## src/rtl/task_switch_loader.sv

```systemverilog
module task_switch_loader #(
  parameter int SEL_W = 16,
  parameter int VEC_W = 8
) (
  input  logic                  clk,
  input  logic                  rst_n,
  input  logic                  start,
  input  logic                  from_call,
  input  logic                  ext_evt,
  input  logic [SEL_W-1:0]      tss_sel,
  input  logic                  tss_type_ok,
  input  logic                  tss_present,
  input  logic                  stk_fetch,
  input  logic [SEL_W-1:0]      stk_ofs,
  input  logic [SEL_W-1:0]      tss_limit,
  input  logic [6*SEL_W-1:0]    seg_sel_in,
  output logic                  busy,
  output logic                  done,
  output logic                  desc_req,
  output logic [SEL_W-1:0]      desc_sel,
  input  logic                  desc_rsp_valid,
  input  logic                  desc_type_ok,
  input  logic                  desc_present,
  output logic [SEL_W-1:0]      tr_q,
  output logic [SEL_W-1:0]      link_q,
  output logic [6*SEL_W-1:0]    seg_q,
  output logic                  fault_valid,
  output logic [VEC_W-1:0]      fault_vec,
  output logic [SEL_W-1:0]      fault_err,
  output logic                  fault_ctx
);
  localparam int NSEG = 6;
  localparam int SW = 6 * SEL_W;
  localparam logic [2:0] LAST_IDX = 3'(NSEG - 1);
  localparam logic [VEC_W-1:0] V_BAD_TSS = VEC_W'(10);
  localparam logic [VEC_W-1:0] V_ABSENT = VEC_W'(11);
  localparam logic [VEC_W-1:0] V_STACK = VEC_W'(12);

  typedef enum logic [2:0] {S_IDLE, S_VERIFY, S_COMMIT, S_LOAD, S_CHECK} st_t;
  st_t st;

  logic [SEL_W-1:0] r_tss, r_ofs, r_lim;
  logic             r_call, r_ext, r_type_ok, r_present, r_stk;
  logic [SW-1:0]    r_seg;
  logic [2:0]       idx;
  logic [SEL_W-1:0] cur_sel;

  always_comb begin
    case (idx)
      3'd0:    cur_sel = seg_q[0*SEL_W +: SEL_W];
      3'd1:    cur_sel = seg_q[1*SEL_W +: SEL_W];
      3'd2:    cur_sel = seg_q[2*SEL_W +: SEL_W];
      3'd3:    cur_sel = seg_q[3*SEL_W +: SEL_W];
      3'd4:    cur_sel = seg_q[4*SEL_W +: SEL_W];
      default: cur_sel = seg_q[5*SEL_W +: SEL_W];
    endcase
  end

  wire is_null  = (cur_sel[SEL_W-1:2] == '0);
  wire is_stack = (idx == 3'd1);
  wire is_data  = (idx >= 3'd2);
  wire stk_viol = r_stk && (({1'b0, r_ofs} + (SEL_W+1)'(7)) > {1'b0, r_lim});

  assign busy     = (st != S_IDLE);
  assign desc_req = (st == S_CHECK) && !is_null;
  assign desc_sel = cur_sel;

  wire step = (st == S_CHECK) && (is_null || desc_rsp_valid);

  logic             chk_fault;
  logic [VEC_W-1:0] chk_vec;
  always_comb begin
    chk_fault = 1'b0;
    chk_vec   = V_BAD_TSS;
    if (is_null) begin
      chk_fault = !is_data;
    end else if (!desc_type_ok) begin
      chk_fault = 1'b1;
    end else if (!desc_present) begin
      chk_fault = 1'b1;
      chk_vec   = is_stack ? V_STACK : V_ABSENT;
    end
  end

  function automatic logic [SEL_W-1:0] err_code(input logic [SEL_W-1:0] s, input logic e);
    return {s[SEL_W-1:2], 1'b0, e};
  endfunction

  always_ff @(posedge clk or negedge rst_n) begin
    if (!rst_n) begin
      st          <= S_IDLE;
      r_tss       <= '0;
      r_ofs       <= '0;
      r_lim       <= '0;
      r_call      <= 1'b0;
      r_ext       <= 1'b0;
      r_type_ok   <= 1'b0;
      r_present   <= 1'b0;
      r_stk       <= 1'b0;
      r_seg       <= '0;
      idx         <= '0;
      tr_q        <= '0;
      link_q      <= '0;
      seg_q       <= '0;
      done        <= 1'b0;
      fault_valid <= 1'b0;
      fault_vec   <= '0;
      fault_err   <= '0;
      fault_ctx   <= 1'b0;
    end else begin
      done        <= 1'b0;
      fault_valid <= 1'b0;
      case (st)
        S_IDLE: if (start) begin
          r_tss     <= tss_sel;
          r_ofs     <= stk_ofs;
          r_lim     <= tss_limit;
          r_call    <= from_call;
          r_ext     <= ext_evt;
          r_type_ok <= tss_type_ok;
          r_present <= tss_present;
          r_stk     <= stk_fetch;
          r_seg     <= seg_sel_in;
          st        <= S_VERIFY;
        end
        S_VERIFY: begin
          if (!r_type_ok || !r_present || stk_viol) begin
            done        <= 1'b1;
            fault_valid <= 1'b1;
            fault_vec   <= (r_type_ok && !r_present) ? V_ABSENT : V_BAD_TSS;
            fault_err   <= err_code(r_tss, r_ext);
            fault_ctx   <= 1'b0;
            st          <= S_IDLE;
          end else begin
            st <= S_COMMIT;
          end
        end
        S_COMMIT: begin
          tr_q <= r_tss;
          if (r_call) link_q <= tr_q;
          st <= S_LOAD;
        end
        S_LOAD: begin
          seg_q <= r_seg;
          idx   <= '0;
          st    <= S_CHECK;
        end
        S_CHECK: if (step) begin
          if (chk_fault) begin
            done        <= 1'b1;
            fault_valid <= 1'b1;
            fault_vec   <= chk_vec;
            fault_err   <= err_code(cur_sel, r_ext);
            fault_ctx   <= 1'b1;
            st          <= S_IDLE;
          end else if (idx == LAST_IDX) begin
            done <= 1'b1;
            st   <= S_IDLE;
          end else begin
            idx <= idx + 3'd1;
          end
        end
        default: st <= S_IDLE;
      endcase
    end
  end

  AST_START_BUSY: assert property (@(posedge clk) disable iff (!rst_n)
    start && !busy |=> busy);
  AST_DONE_PULSE: assert property (@(posedge clk) disable iff (!rst_n)
    done |=> !done);
  AST_FAULT_WITH_DONE: assert property (@(posedge clk) disable iff (!rst_n)
    fault_valid |-> done && !busy);
  AST_PRECOMMIT_KEEP: assert property (@(posedge clk) disable iff (!rst_n)
    fault_valid && !fault_ctx |-> $stable(tr_q) && $stable(link_q) && $stable(seg_q));
  AST_STACK_NEW_CTX: assert property (@(posedge clk) disable iff (!rst_n)
    fault_valid && fault_vec == V_STACK |-> fault_ctx);
  AST_REQ_HOLD: assert property (@(posedge clk) disable iff (!rst_n)
    desc_req && !desc_rsp_valid |=> desc_req && $stable(desc_sel));
  AST_NO_REQ_AFTER_FAULT: assert property (@(posedge clk) disable iff (!rst_n)
    fault_valid |-> !desc_req);
endmodule

```

## config.mk

```make
export PLATFORM = sky130hd
export DESIGN_NAME = task_switch_loader
export DESIGN_NICKNAME = d
export VERILOG_FILES = /design/src/rtl/task_switch_loader.sv
export SDC_FILE = /design/constraint.sdc
export NUM_CORES = 1
export LEC_CHECK = 0
export BUFFER_PORTS_ARGS = -buffer_cell sky130_fd_sc_hd__buf_2
export CAP_MARGIN = 25
export CORE_MARGIN = 8
export CORE_UTILIZATION = 39
export CTS_CLUSTER_DIAMETER = 30
export CTS_CLUSTER_SIZE = 28
export DETAILED_ROUTE_END_ITERATION = 6
export GPL_TIMING_DRIVEN = 0
export PLACE_DENSITY_LB_ADDON = 0.1
export SLEW_MARGIN = 25
export SYNTH_ARGS = -nofsm -noshare
export SYNTH_HDL_FRONTEND = slang
export SYNTH_SLANG_ARGS = --single-unit
```

## constraint.sdc

```tcl
create_clock -name clk -period 4.6 [get_ports clk]
set_input_delay 0 -clock clk [delete_from_list [all_inputs] [get_ports clk]]
set_output_delay 0 -clock clk [all_outputs]
set_load 0.005 [all_outputs]
```

## After elaboration in Yosys (flattened, before gate mapping)

Cells that the tools add are included.

- Output and inout bits: 173
- Bits of input ports: 155
- Word-level logic and storage cells: 100
- Bits in registers: 310

- Muxes and demuxes: 39
- Add/sub/neg operators: 2
- Magnitude comparators: 2
- Reductions and logical operators: 22
- Eq/ne operators: 16

Operators by type and width:

| kind | number |
|---|---|
| one-hot mux 16 bit (5 select lines) | 1 |
| two-way mux 16 bit | 3 |
| two-way mux 3 bit | 11 |
| one-hot mux 16 bit (2 select lines) | 1 |
| two-way mux 8 bit | 3 |
| adder 16 x 3 -> 17 bit, second input constant | 1 |
| greater-than comparator 17 x 16 -> 1 bit | 1 |
| one-hot mux 8 bit (2 select lines) | 1 |
| one-hot mux 3 bit (5 select lines) | 1 |
| zero test 14 bit | 1 |
| two-way mux 1 bit | 13 |
| equality test 3 x 2 -> 1 bit, second input constant | 4 |
| inequality test 2 bit, second input constant | 6 |
| equality test 3 bit, second input constant | 3 |
| AND reduction 4 bit | 2 |
| equality test 3 x 1 -> 1 bit, second input constant | 2 |
| zero test 3 bit | 2 |
| one-hot mux 1 bit (2 select lines) | 3 |
| one-hot mux 3 bit (2 select lines) | 1 |
| logical AND 1 bit | 4 |
| zero test 1 bit | 4 |
| AND reduction 2 bit | 2 |
| nonzero test 2 bit | 2 |
| adder 3 x 1 -> 3 bit, second input constant | 1 |
| 6 further kinds | 8 |

## Longest topological paths before layout

- Depth in word-level cells: 8
- Depth in mapped cells: 16
- Mapped depth without buffers: 15

## Worst setup path after synthesis

No wires, ideal clock.

- Path kind: register to register
- From: register idx[2]
- To: register fault_err[0]
- Buffers on the path: 6
- Cell stages (with the launch flop): 17
- Clock period less this slack: 3269 ps
- Arrival: 3144 ps
- Required time: 4475 ps
- Library setup time: 125 ps
- Path slack: 1331 ps
- Path through: dfrtp_1 -> buf_4 -> buf_2 -> inv_1 -> ha_1 -> buf_6 -> nor2_4 -> o21ai_2 -> buf_6 -> buf_6 -> mux2i_2 -> nand4_1 -> nor4_4 -> mux2_4 -> nand2_2 -> buf_6 -> mux2_4

- Longest elaborated chain between the ends: 7
- Elaborated cells on any way between the ends: 15
- Classes of those cells: order compare (1); eq/ne (6); mux (2); reduce/logical (6)

RTL lines:

| element | line | text |
|---|---|---|
| start: declaration | 45 | `logic [2:0] idx;` |
| start signal: assignment | 160 | `idx <= idx + 3'd1;` |
| equality test 3 bit (tied with other cells) | 49 | `case (idx)` |
| one-hot mux 16 bit (5 select lines) | 49 |  |
| zero test 14 bit | 59 | `wire is_null = (cur_sel[SEL_W-1:2] == '0);` |
| logical OR 1 bit | 68 | `wire step = (st == S_CHECK) && (is_null \|\| desc_rsp_valid);` |
| logical AND 1 bit | 68 |  |
| inequality test 2 bit (no line) | -- |  |
| AND reduction 4 bit (no line) * | -- |  |
| end signal: assignment | 131 | `fault_err <= err_code(r_tss, r_ext);` |
| end signal: assignment | 153 | `fault_err <= err_code(cur_sel, r_ext);` |
| end: declaration | 29 | `output logic [SEL_W-1:0] fault_err,` |

Mark *: on every way between the ends. The rest lies on a longest branch, timed or not.
A chain may end at the register's enable or synchronous reset.

## Worst setup path in the final report

- From: register idx[2]
- To: register fault_err[8]

- Longest elaborated chain between the ends: 7
- Elaborated cells on any way between the ends: 18
- Classes of those cells: order compare (1); eq/ne (6); mux (5); reduce/logical (6)

RTL lines:

| element | line |
|---|---|
| equality test 3 bit (tied with other cells) | 49 |
| one-hot mux 16 bit (5 select lines) | 49 |
| zero test 14 bit | 59 |
| logical OR 1 bit | 68 |
| logical AND 1 bit | 68 |
| inequality test 2 bit (no line) | -- |
| AND reduction 4 bit (no line) | -- |

Several ways; a longest one is shown, not always the timed one. The select of a mux whose other input is x is not followed.

==> summary.md <==
| Metric | Value |
|---|---|
| Outcome | completed |
| Vias in the first global route | 11000 |
| Proportion of layout cells with a drive suffix above 1 | 0.475 |
| Final Setup Violations | 0 |
| Remaining antenna violation count after routing | 0 |
| Power share of the sequential group | 0.313 |
| Min cycle time layout | 4.28 ns |
| Critical path origin | idx[2] |
| Sum of overflow across all layers after global routing | 0 |
| Initial cell density of the core | 0.396 |
| Maximum buffer depth of the clock tree | 3 |
| Syn-to-layout area delta | 50.3% |
| Wire length of the first global-routing pass | 66.9 mm |
| Maximum number of pins on one net before global-route repair | 69 |
| Power density over the cells | 810 nW/um2 |
| Total area of sequential cells | 7630 um2 |
| Horizontal die dimension | 201 um |
| Max Fanout on Critical Path | 10 |
| Cell area reported after detailed placement | 15600 um2 |
| Part of the total power dissipated in the clock network | 0.352 |
| R2R depth | 15 |
| Area contributors post-synth | dfrtp_1 57%, mux2_2 22%, ha_1 2.1% |
| Detail-routed net length per standard cell | 21.2 um |
| Standard-cell row count | 67 |
| Post-Route Hold Slack | 0.0497 ns |
| Overall global routing resource usage | 0.215 |
| I/O Buffers | 322 |
| Later-pin clock latency in the skew report | 0.57 ns |
| Worst-Margin Slew | 0.882 ns |
| Final weighted congestion in routability-driven placement | 0.820 |
| Final net count | 1722 |
| Vias | 10100 |
| Setup skew after layout | 0.0150 ns |
| Post-route cell area | 20000 um2 |
| Cell internal pwr | 10.9 mW |
| Worst setup endpoint | fault_err[8] |
| Count of final max-slew check failures | 0 |
| CP endpoint kind | flip-flop |
| Antenna violations before repair | 0 |
| Post-synthesis area per instance | 13.6 um2 |
| DRT iter0 DRCs | 506 |
| Overall power | 16.2 mW |
| Post-route non-filler standard cell count | 2053 |
| Register bit count reported by yosys | 305 |
| R2r endpoint | fault_err[8] |
| Die Span Y | 201 um |
| Startpoint of the most critical register-to-register path | idx[2] |
| Clock edge transition at the registers on the reported setup and hold paths | 0.04 ns |
| TritonCTS Sinks | 305 |
| Hold Vio Cnt, Final | 0 |
| Async S/R FF share, synth | 1.00 |
| Slew Limit Headroom | 0.395 |
| Setup repair after global routing missed its margin | no |
| Lkg Pwr | 9.40 nW |
| Area inside the core boundary | 33500 um2 |
| Share of the cycle needed by the critical path after routing | 0.930 |
| Max-cap check violation count | 0 |
| Number of filler instances in the final layout | 2760 |
| Synth cell types | 49 |
| # placed instances | 1758 |
| Sequential fraction of the synthesis area | 0.574 |
| Yosys warning count | 0 |
| Number of top-level pins | 328 |
| Hold/Removal Path Class | in -> async |
| Part of the total power dissipated in combinational logic | 0.335 |
| Drc violations | 0 |
| Library cell occupying the most area in the post-synthesis netlist | dfrtp_1 |
| Antenna diode count | 0 |
| Number of enable flip-flop cells after synthesis | 0 |
| Switching power of the nets | 5.23 mW |
| Clock tree root buffer cell | clkbuf_16 |
| Gate count after technology mapping | 980 |
| Data arrival time of the critical path | 4.72 ns |
| H-tree levels | 3 |
| Fraction of synthesized cell area taken by the top area cell type | 0.574 |
| Switching Fraction | 0.323 |
| Total setup buffers inserted after CTS | 0 |
| Setup slack on the worst flop-to-flop path | 0.32 ns |
| Clock tree from TritonCTS | done |
| Category of the worst setup path launch point | flip-flop |
| Pre-antenna DRT Iters | 5 |
| Inserted Clock Buffers | 76 |
| Area of the multi-input gates | 5230 um2 |
| Maximum clock frequency | 0.234 GHz |
| DRT Wirelength | 43.6 mm |
| Final setup margin | 0.321 ns |
| Primary flip-flop cell chosen by synthesis mapping | dfrtp_1 |
| Worst slack after detailed placement | 0.371 ns |
| Critical path type | reg -> reg |
| Data required time of the critical path | 5.04 ns |
| Via-per-instance ratio | 4.90 |
| Area enclosed by the die boundary | 40300 um2 |
| IR Drop Worst-Case VDD | 0.411 mV |
| HPWL after detailed placement | 32.1 mm |
| Cell area after synthesis | 13300 um2 |
==> metrics by stage <==
| step | utilization | TNS (ns) |
|---|---|---|
| global route | 0.596 | 0 |
| global placement | 0.462 | -766.57 |
| floorplan | - | 0 |
| CTS | 0.596 | 0 |
| detailed placement | 0.465 | 0 |
| finish | 0.596 | 0 |
==> per-layer routing <==
layer | part of all wire | GRT usage | vias up | wire (um)
met3 | 0.067 | 0.0707 | 68 | 2920
met2 | 0.48 | 0.352 | 317 | 21100
li1 | - | - | 4644 | -
met4 | 0.022 | 0.0639 | 0 | 975
met5 | 0 | 0 | - | 0
met1 | 0.43 | 0.267 | 5027 | 18700
==> cells in the mapped netlist, types with 2 or more instances <==
cell       number
nor3_1          4
nand2b_1        2
a32oi_1         6
buf_4           6
buf_6           7
ha_1           22
a22oi_1        15
nand2_2         2
a21o_1          6
nand3_1        19
o2111ai_1       9
xor2_1          4
xnor2_1        10
mux2i_1        14
buf_2           9
o211ai_1        7
nand4_1         7
nand3b_1       15
or3_1           2
and2_1          6
nor2_1         13
mux2_2        259
clkbuf_1       35
inv_1          38
o21a_1          3
nor2b_1         4
a21oi_1         8
nor3b_1         3
nand2_1        57
and4_1          3
mux2_4         18
mux2i_2         2
nor2_4          2
a222oi_1        2
o311ai_0        4
dfrtp_1       305
buf_1           3
o21ai_0        38
==> flip-flops by register name, indices dropped and copies added, names as in the netlist, 4 cells and up <==
signal and count:
r_tss 16, seg_q 96, link_q 16, r_lim 16, r_ofs 16, fault_err 15
fault_vec 4, tr_q 16, r_seg 96
==> what timing repair did <==
action | in CTS | in global routing
setup endpoints to repair | 0 | 0
hold buffers | 157 | 0
hold endpoints to repair | 334 | 0
resized for setup | 0 | 0
==> area by class of cell <==
class,instances,area share
Clock buffer,107,0.114
Sequential cell,305,0.382
Multi-Input combinational cell,581,0.262
Clock inverter,31,0.0256
Buffer,60,0.0156
Inverter,38,0.00714
Timing Repair Buffer,483,0.166
Tap cell,448,0.0281
==> worst max-delay path, stage by stage, from the launching register on <==
cell	delay [ns]
dfrtp_1	0.45
buf_4	0.20
buf_2	0.24
inv_1	0.08
ha_1	0.21
buf_6	0.14
clkbuf_1	0.21
a32oi_1	0.31
o211ai_1	0.18
mux2i_1	0.54
nand4_1	0.24
nor4_4	0.39
mux2_4	0.36
nand2_2	0.09
buf_6	0.19
mux2_4	0.31
==> placed cells by master, fill, tap and decap left out, drive strengths merged, types with 19 or more instances in the layout <==
cell           n
mux2         277
nand3         19
ha            22
inv           40
dfrtp        305
buf          352
nand2         59
o21ai         39
clkbuf       142
dlygate4sd3  156
==> cell families after synthesis <==
group | Yosys count | synth area share
other | 1 | 0.000282
XOR/XNOR | 14 | 0.00922
AND/OR/NAND/NOR | 143 | 0.0566
adder cells (fa/ha/maj) | 22 | 0.0207
flip-flops | 305 | 0.574
multiplexers | 293 | 0.252
AO/OA/AOI/OAI | 104 | 0.0526
buffers and inverters | 98 | 0.0342
==> worst min path at each step <==
stage                      endpoint  cells past startpoint
after floorplan                done                      0
after global placement     r_lim[6]                      3
after detailed placement  r_lim[11]                      1
after CTS                 r_lim[11]                      3
after global routing       r_lim[3]                      3
final                      r_ofs[5]                      3
==> power groups by stage <==
| stage | Combinational [mW] | Sequential (mW) | Clock, mW |
|---|---|---|---|
| global route | 5.94 | 5.25 | 5.94 |
| finish | 5.42 | 5.07 | 5.69 |
| CTS | 5.51 | 5.09 | 5.79 |
| global placement | 5.30 | 5.08 | 0 |
| detailed placement | 5.38 | 5.12 | 0 |
| floorplan | 3.26 | 4.79 | 0 |
Note: power is estimated with default switching activity, not from simulation.
